File: config.mk
export PLATFORM = sky130hd
export DESIGN_NAME = cmdq_sequencer
export DESIGN_NICKNAME = d
export VERILOG_FILES = /design/src/rtl/cmdq_pkg.sv /design/src/rtl/cmdq_slot_bank.sv /design/src/rtl/cmdq_engine.sv /design/src/rtl/cmdq_pin_drive.sv /design/src/rtl/cmdq_sequencer.sv
export SDC_FILE = /design/constraint.sdc
export NUM_CORES = 1
export LEC_CHECK = 0
export ABC_AREA = 1
export BUFFER_PORTS_ARGS = -buffer_cell sky130_fd_sc_hd__buf_2
export CORE_MARGIN = 1
export CORE_UTILIZATION = 37
export CTS_CLUSTER_DIAMETER = 40
export DETAILED_ROUTE_END_ITERATION = 7
export GPL_TIMING_DRIVEN = 0
export HOLD_SLACK_MARGIN = 0.08
export SYNTH_ARGS = -nofsm -noshare
export SYNTH_HDL_FRONTEND = slang
export SYNTH_SLANG_ARGS = --single-unit
File: constraint.sdc
create_clock -name clk -period 2.85 [get_ports clk]
set_input_delay 0.57 -clock clk [delete_from_list [all_inputs] [get_ports clk]]
set_output_delay 0.57 -clock clk [all_outputs]
set_load 0.02 [all_outputs]
File: src/rtl/cmdq_pkg.sv
package cmdq_pkg;
    localparam int WORD_W   = 32;
    localparam int ROW_W    = 16;
    localparam int BANK_W   = 3;
    localparam int RSEL_W   = 2;
    localparam int WAIT_W   = 16;
    localparam int RANKS    = 1 << RSEL_W;
    localparam int ROW_LSB  = 0;
    localparam int BANK_LSB = 20;
    localparam int RSEL_LSB = 24;
    localparam int WAIT_LSB = 16;
    localparam int GO_BIT   = 0;
    localparam int CNT_LSB  = 18;

    localparam logic [2:0] PINS_NOP = 3'b111;

    typedef enum logic [1:0] {
        REG_CMD  = 2'd0,
        REG_LOC  = 2'd1,
        REG_WAIT = 2'd2,
        REG_GO   = 2'd3
    } reg_kind_e;

    typedef enum logic [1:0] {
        ST_IDLE = 2'd0,
        ST_FIRE = 2'd1,
        ST_HOLD = 2'd2
    } seq_state_e;

    typedef struct packed {
        logic [2:0]        pins;   // {we, cas, ras} levels
        logic [ROW_W-1:0]  row;
        logic [BANK_W-1:0] bank;
        logic [RSEL_W-1:0] rsel;
        logic [WAIT_W-1:0] hold;
    } slot_t;
endpackage

File: src/rtl/cmdq_slot_bank.sv
module cmdq_slot_bank
    import cmdq_pkg::*;
#(
    parameter int SLOTS = 4,
    parameter int IDX_W = 2
) (
    input  logic                    clk,
    input  logic                    rst_n,
    input  logic                    busy,
    input  logic                    wr_en,
    input  logic [1:0]              wr_kind,
    input  logic [IDX_W-1:0]        wr_slot,
    input  logic [WORD_W-1:0]       wr_data,
    output slot_t [SLOTS-1:0]       slots_o
);
    localparam slot_t SLOT_RST = '{pins: PINS_NOP, row: '0, bank: '0, rsel: '0, hold: '0};

    slot_t [SLOTS-1:0] slot_d, slot_q;
    logic  [SLOTS-1:0] hit;

    // Per-slot write decode; locked while a batch runs
    for (genvar g = 0; g < SLOTS; g++) begin : g_hit
        assign hit[g] = wr_en && !busy && (wr_slot == IDX_W'(g));
    end

    always_comb begin
        slot_d = slot_q;
        for (int s = 0; s < SLOTS; s++) begin
            if (hit[s]) begin
                case (wr_kind)
                    REG_CMD:  slot_d[s].pins = wr_data[2:0];
                    REG_LOC: begin
                        slot_d[s].row  = wr_data[ROW_LSB  +: ROW_W];
                        slot_d[s].bank = wr_data[BANK_LSB +: BANK_W];
                        slot_d[s].rsel = wr_data[RSEL_LSB +: RSEL_W];
                    end
                    REG_WAIT: slot_d[s].hold = wr_data[WAIT_LSB +: WAIT_W];
                    default: ;
                endcase
            end
        end
    end

    always_ff @(posedge clk or negedge rst_n) begin
        if (!rst_n) slot_q <= {SLOTS{SLOT_RST}};
        else        slot_q <= slot_d;
    end

    assign slots_o = slot_q;

    // slot contents frozen across any write issued while busy
    assert_slots_locked_R7: assert property (@(posedge clk) disable iff (!rst_n)
        (busy && wr_en) |=> $stable(slot_q));
endmodule

File: src/rtl/cmdq_engine.sv
module cmdq_engine
    import cmdq_pkg::*;
#(
    parameter int SLOTS = 4,
    parameter int IDX_W = 2
) (
    input  logic              clk,
    input  logic              rst_n,
    input  logic              go,
    input  logic [IDX_W-1:0]  go_last,
    input  logic [WAIT_W-1:0] cur_hold,
    output logic [IDX_W-1:0]  idx_o,
    output logic              fire_o,
    output logic              busy_o,
    output logic              done_o
);
    localparam logic [IDX_W-1:0] TOP_IDX = IDX_W'(SLOTS - 1);

    typedef struct packed {
        seq_state_e        st;
        logic [IDX_W-1:0]  idx;
        logic [IDX_W-1:0]  last;
        logic [WAIT_W-1:0] cnt;
        logic              done;
    } eng_t;

    localparam eng_t ENG_RST = '{st: ST_IDLE, idx: '0, last: '0, cnt: '0, done: 1'b0};

    eng_t e_d, e_q;
    logic step;

    always_comb begin
        e_d      = e_q;
        e_d.done = 1'b0;
        step     = 1'b0;
        case (e_q.st)
            ST_IDLE: begin
                if (go) begin
                    e_d.st   = ST_FIRE;
                    e_d.idx  = '0;
                    e_d.last = (go_last > TOP_IDX) ? TOP_IDX : go_last;
                    e_d.cnt  = '0;
                end
            end
            ST_FIRE: begin
                if (cur_hold == '0) begin
                    step = 1'b1;
                end else begin
                    e_d.st  = ST_HOLD;
                    e_d.cnt = cur_hold;
                end
            end
            ST_HOLD: begin
                if (e_q.cnt <= WAIT_W'(1)) step = 1'b1;
                else                       e_d.cnt = e_q.cnt - WAIT_W'(1);
            end
            default: e_d.st = ST_IDLE;
        endcase
        if (step) begin
            if (e_q.idx == e_q.last) begin
                e_d.st   = ST_IDLE;
                e_d.done = 1'b1;
            end else begin
                e_d.idx = e_q.idx + IDX_W'(1);
                e_d.st  = ST_FIRE;
            end
        end
    end

    always_ff @(posedge clk or negedge rst_n) begin
        if (!rst_n) e_q <= ENG_RST;
        else        e_q <= e_d;
    end

    assign idx_o  = e_q.idx;
    assign fire_o = (e_q.st == ST_FIRE);
    assign busy_o = (e_q.st != ST_IDLE);
    assign done_o = e_q.done;

    // an accepted start plays slot 0 in the next cycle
    assert_start_slot0_R5: assert property (@(posedge clk) disable iff (!rst_n)
        (go && !busy_o) |=> (fire_o && idx_o == '0));
    // a start during a batch past slot 0 never rewinds it
    assert_no_restart_R8: assert property (@(posedge clk) disable iff (!rst_n)
        (go && busy_o && idx_o != '0) |=> (idx_o != '0 || !busy_o));
    // a slot is fired for one cycle only
    assert_single_fire_R3: assert property (@(posedge clk) disable iff (!rst_n)
        fire_o |=> !(fire_o && idx_o == $past(idx_o)));
    // the wait continues while count remains
    assert_hold_runs_R6: assert property (@(posedge clk) disable iff (!rst_n)
        (e_q.st == ST_HOLD && e_q.cnt > WAIT_W'(1)) |=> (e_q.st == ST_HOLD));
    // done is a single pulse right after busy falls
    assert_done_pulse_R9: assert property (@(posedge clk) disable iff (!rst_n)
        done_o |=> !done_o);
    assert_done_after_busy_R9: assert property (@(posedge clk) disable iff (!rst_n)
        done_o |-> (!busy_o && $past(busy_o)));
endmodule

File: src/rtl/cmdq_pin_drive.sv
module cmdq_pin_drive
    import cmdq_pkg::*;
(
    input  logic              clk,
    input  logic              rst_n,
    input  logic              fire,
    input  slot_t             cur,
    output logic              ras_n,
    output logic              cas_n,
    output logic              we_n,
    output logic [RANKS-1:0]  cs_n,
    output logic [ROW_W-1:0]  row,
    output logic [BANK_W-1:0] bank
);
    always_comb begin
        {we_n, cas_n, ras_n} = PINS_NOP;
        cs_n = '1;
        row  = '0;
        bank = '0;
        if (fire) begin
            {we_n, cas_n, ras_n} = cur.pins;
            cs_n[cur.rsel]       = 1'b0;
            row                  = cur.row;
            bank                 = cur.bank;
        end
    end

    // never more than one rank selected
    assert_cs_onehot_R3: assert property (@(posedge clk) disable iff (!rst_n)
        $onehot0(~cs_n));
    // outside an issue cycle the bus is a deselected NOP
    assert_quiet_nop_R3: assert property (@(posedge clk) disable iff (!rst_n)
        !fire |-> ((&cs_n) && ras_n && cas_n && we_n && row == '0 && bank == '0));
endmodule

File: src/rtl/cmdq_sequencer.sv
module cmdq_sequencer
    import cmdq_pkg::*;
#(
    parameter  int SLOTS  = 4,
    localparam int IDX_W  = (SLOTS > 1) ? $clog2(SLOTS) : 1,
    localparam int ADDR_W = IDX_W + 2
) (
    input  logic              clk,
    input  logic              rst_n,
    input  logic              wr_en,
    input  logic [ADDR_W-1:0] wr_addr,
    input  logic [WORD_W-1:0] wr_data,
    output logic              ddr_ras_n,
    output logic              ddr_cas_n,
    output logic              ddr_we_n,
    output logic [RANKS-1:0]  ddr_cs_n,
    output logic [ROW_W-1:0]  ddr_row,
    output logic [BANK_W-1:0] ddr_bank,
    output logic              busy,
    output logic              done
);
    logic [1:0]        wr_kind;
    logic [IDX_W-1:0]  wr_slot;
    logic              go;
    logic [IDX_W-1:0]  go_last;
    slot_t [SLOTS-1:0] slots;
    slot_t             cur;
    logic [IDX_W-1:0]  idx;
    logic              fire;

    assign wr_kind = wr_addr[IDX_W +: 2];
    assign wr_slot = wr_addr[IDX_W-1:0];
    assign go      = wr_en && (wr_kind == REG_GO) && wr_data[GO_BIT];
    assign go_last = wr_data[CNT_LSB +: IDX_W];
    assign cur     = slots[idx];

    cmdq_slot_bank #(.SLOTS(SLOTS), .IDX_W(IDX_W)) u_bank (
        .clk     (clk),
        .rst_n   (rst_n),
        .busy    (busy),
        .wr_en   (wr_en),
        .wr_kind (wr_kind),
        .wr_slot (wr_slot),
        .wr_data (wr_data),
        .slots_o (slots)
    );

    cmdq_engine #(.SLOTS(SLOTS), .IDX_W(IDX_W)) u_engine (
        .clk      (clk),
        .rst_n    (rst_n),
        .go       (go),
        .go_last  (go_last),
        .cur_hold (cur.hold),
        .idx_o    (idx),
        .fire_o   (fire),
        .busy_o   (busy),
        .done_o   (done)
    );

    cmdq_pin_drive u_pins (
        .clk   (clk),
        .rst_n (rst_n),
        .fire  (fire),
        .cur   (cur),
        .ras_n (ddr_ras_n),
        .cas_n (ddr_cas_n),
        .we_n  (ddr_we_n),
        .cs_n  (ddr_cs_n),
        .row   (ddr_row),
        .bank  (ddr_bank)
    );
endmodule

==> impl_metrics.ini <==
[finish]
ff_latch_area_um2 = 4594
final_layout_size_suffix_gt1_share_pct = 17.71
synthToLayoutAreaGrowth_pct = 15.64
antenna-diode-count = 0
num-nets-final = 1263
post-route-util_pct = 44.02
nFillCells = 2396
footprint_of_the_multi_input_gates_um2 = 3923

[floorplanning]
die_width_um = 158.3
io-pin-count = 67
die-area_um2 = 25070
placement_rows = 56
start_util_pct = 38.07
placeableCoreArea_um2 = 23750
dieHeight_um = 158.3

[clock_network]
cts-buffers-inserted = 17
clock-sinks = 183
tritoncts = done
clk_pin_slew_worst_paths_ps = 70
cts.root.buffer_cell = sky130_fd_sc_hd__clkbuf_16
htree_levels = 4
post_cts.repair.setup_buffers = 0
ctsLongestPathBuffers = 2
holdBufCountCts = 0
clock_latency_ps = 440

[power_and_ir_drop]
power.share.sequential_pct = 37.4
cellPowerDensity_nw_per_um2 = 1130
total_leakage_power_uw = 0.004953
p_int_uw = 6760
power.total_uw = 11820
switchingPower_uw = 5059
power_frac_clock_pct = 19.8
max-vdd-ir-drop_v = 0.0004393
p_sw_share_pct = 42.80
comb_power_share_pct = 42.8

[drt]
via_per_inst = 5.117
drt.antenna.violating_nets = 0
postRouteWirelength_um = 25910
vias = 7932
detail_route.first_pass.iterations = 5
dr.first_iter.drc_count = 596
drt-wirelength-per-cell_um = 16.71
detail_route.drc_violations = 0

[synthesis]
sequential_fraction_of_the_synthesis_area_pct = 50.81
yosys.area_share.adder_pct = 0.8302
post_synth_instance_area_um2 = 9042
yosys.cell_count.top_type = sky130_fd_sc_hd__nand2_1
yosys.area_share.simple_pct = 25.07
synth_compound_gate_area_share_pct = 16.42
synth-async-reset-ratio_pct = 100.0
post_synth_inst_count = 1134
synth-warning-count = 0
synth.mux.area_fraction_pct = 0
ys_top_cells_by_count = 300 x sky130_fd_sc_hd__nand2_1, 218 x sky130_fd_sc_hd__o21ai_0, 171 x sky130_fd_sc_hd__dfrtp_1, 126 x sky130_fd_sc_hd__nor2_1, 55 x sky130_fd_sc_hd__inv_1
synth_edf_count = 0
synth_xor_xnor_area_share_pct = 0.6780
dominant_combinational_cell_family_by_area_after_synthesis = simple AND/OR/NAND/NOR gates
syn_nets = 1179
synthesis.area_per_instance_um2 = 7.974
yosys.area.top_type_share_pct = 47.32
synth_seq_cells = 183
synth.area.top_cells = sky130_fd_sc_hd__dfrtp_1 47%, sky130_fd_sc_hd__nand2_1 12%, sky130_fd_sc_hd__o21ai_0 12%
ys.flop_type = sky130_fd_sc_hd__dfrtp_1
post_synth_num_cell_types = 35
post-synth-top-area-cell = sky130_fd_sc_hd__dfrtp_1

[timing]
maxClockFrequency_mhz = 358.4
final_period_minus_worst_setup_slack_ps = 2790
rsz0062_at_grt = yes
finalSetupViolCount = 0
timing.setup.tns_ps = 0
worst_pin_slew_ps = 759.1
maxSlewHeadroom_pct = 49.39
timing.final.crit_share_pct = 97.90
holdWs_ps = 138.9
fin_ws_ps = 59.71
fin_skew_ps = 11.77
timing.final.max_slew_violations = 0
timing.final.hold_violations = 0

[setup_path]
critical_path.startpoint_type = flip-flop
critical_path.slowest_cell = sky130_fd_sc_hd__dfrtp_1
cell_by_cell_listing_of_the_critical_path = buf_6 > buf_6 > buf_2 > nor2_1 > nor2_1 > o21ai_0 > a21oi_1 > buf_2
crit_required_ps = 2280
worst_path_largest_cell_delay_ps = 410
arrival_ps = 2220
worstSetupEndpointType = output pin
biggest_fanout_along_the_worst_timing_path = 10
timing.setup.critical_path_class = reg2out

[placement]
dp_slack_ps = -301.9
gp_congestion = 0.8925
portBuffers = 66
dpl.hpwl_um = 17720

[global_routing]
grt_antenna_before_repair = 0
grt_remaining_overflow = 0
groute.usage.overall_pct = 21.92
grt_pass1_vias = 7649
grt_first_pass_wirelength_um = 41520
grt_max_degree = 96

[hold_path]
min-delay-path-class = in2async

[status]
outcome = finished, final reports clean

[job]
max_cap_violations = 0
-- state kept, by name, summed over array words and instances, names as in the netlist --
register	cells
u_engine.done_o	1
u_engine.e_q	20
u_bank.slots_o	160
u_engine.idx_o	2
-- cell type report --
| type | count | area share (%) |
|---|---|---|
| plain buffers | 62 | 3.470 |
| repair buffers | 67 | 3.542 |
| flip-flops and latches | 183 | 43.94 |
| well taps | 319 | 3.817 |
| multi-input cells | 827 | 37.51 |
| clock inverters | 15 | 1.472 |
| inverters | 60 | 2.178 |
| clock buffers | 17 | 4.068 |
-- critical path, delay by kind of cell (launching register included) --
| family | cells | cell delay (ps) |
|---|---|---|
| compound gates | 2 | 360 |
| buf+inv | 4 | 830 |
| flops | 1 | 410 |
| simple gates | 2 | 170 |
-- placed cells by master (no fill, tap or decap), types with 2 or more instances in the layout --
master / Yosys / routed
sky130_fd_sc_hd__a21oi_1: 29 / 29
sky130_fd_sc_hd__buf_2: 6 / 72
sky130_fd_sc_hd__buf_4: 1 / 3
sky130_fd_sc_hd__buf_6: 9 / 11
sky130_fd_sc_hd__buf_8: 1 / 2
sky130_fd_sc_hd__clkbuf_1: 40 / 31
sky130_fd_sc_hd__clkbuf_16: 0 / 17
sky130_fd_sc_hd__clkbuf_2: 0 / 6
sky130_fd_sc_hd__clkbuf_4: 1 / 3
sky130_fd_sc_hd__clkinv_4: 0 / 3
sky130_fd_sc_hd__clkinv_8: 0 / 2
sky130_fd_sc_hd__clkinvlp_4: 0 / 2
sky130_fd_sc_hd__dfrtp_1: 171 / 171
sky130_fd_sc_hd__dfstp_2: 12 / 12
sky130_fd_sc_hd__ha_1: 6 / 5
sky130_fd_sc_hd__inv_1: 55 / 55
sky130_fd_sc_hd__inv_2: 5 / 4
sky130_fd_sc_hd__inv_6: 0 / 4
sky130_fd_sc_hd__inv_8: 0 / 4
sky130_fd_sc_hd__nand2_1: 300 / 300
sky130_fd_sc_hd__nand2_2: 37 / 37
sky130_fd_sc_hd__nand3_1: 48 / 48
sky130_fd_sc_hd__nand3_2: 8 / 8
sky130_fd_sc_hd__nand4_1: 3 / 3
sky130_fd_sc_hd__nor2_1: 126 / 125
sky130_fd_sc_hd__nor2_2: 4 / 5
sky130_fd_sc_hd__nor3_1: 5 / 5
sky130_fd_sc_hd__o21ai_0: 218 / 218
sky130_fd_sc_hd__o21ai_2: 16 / 16
sky130_fd_sc_hd__o22ai_1: 9 / 9
sky130_fd_sc_hd__o311ai_0: 3 / 3
sky130_fd_sc_hd__xnor2_1: 3 / 3
sky130_fd_sc_hd__xor2_1: 4 / 4
-- cells by family (layout without fill, tap and decap cells) --
| kind of cell | count (synthesis) | count (layout) |
|---|---|---|
| xor gates and xnor gates | 7 | 7 |
| AOI/OAI and AO/OA | 278 | 278 |
| DFF | 183 | 183 |
| adders and majority gates | 6 | 6 |
| buffers and inverters | 124 | 221 |
| and+or+nand+nor | 536 | 536 |
-- final timing paths --
kind	from	slack, ps	to	cells after the start
max in group asynchronous	rst_n	1810	u_bank.slots_o[17]$_DFFE_PN0P_	2
min	rst_n	140	u_bank.slots_o[52]$_DFFE_PN0P_	1
max reg2reg	u_engine.e_q[21]$_DFFE_PN0P_	640	u_bank.slots_o[57]$_DFFE_PN0P_	8
min in group clk	wr_data[11]	430	u_bank.slots_o[32]$_DFFE_PN0P_	3
min reg2reg	u_bank.slots_o[69]$_DFFE_PN0P_	480	u_bank.slots_o[69]$_DFFE_PN0P_	2
max	u_engine.idx_o[0]$_DFF_PN0_	60	ddr_row[0]	8
-- through the flow --
stage	cell area, um2	std cells
2_1_floorplan	9042	1134
3_3_place_gp	9772	1519
3_5_place_dp	9809	1520
4_1_cts	10420	1551
5_1_grt	10460	1550
6_report	10460	1550
-- per-layer routing --
layer / up-vias / track usage [%] / share of wire (%)
li1: 3861 / - / -
met1: 3803 / 29.31 / 46
met2: 237 / 36.40 / 47
met3: 31 / 3.756 / 5.5
met4: 0 / 6.136 / 1.5
met5: - / 0 / 0
-- what timing repair did --
item,CTS,global route
endpoints found under the setup margin,26,21
endpoints found under the hold margin,0,0
pin swaps,0,2
gates resized for setup,17,14
-- power groups by stage --
| stage | combinational [uW] | sequential [uW] | clock [uW] |
|---|---|---|---|
| after floorplan | 3700 | 4280 | 0 |
| after global placement | 4920 | 4400 | 0 |
| after detailed placement | 5000 | 4430 | 0 |
| after CTS | 5050 | 4390 | 2390 |
| after global routing | 5710 | 4550 | 2500 |
| final | 5060 | 4420 | 2340 |
Note: power is estimated with default switching activity, not from simulation.
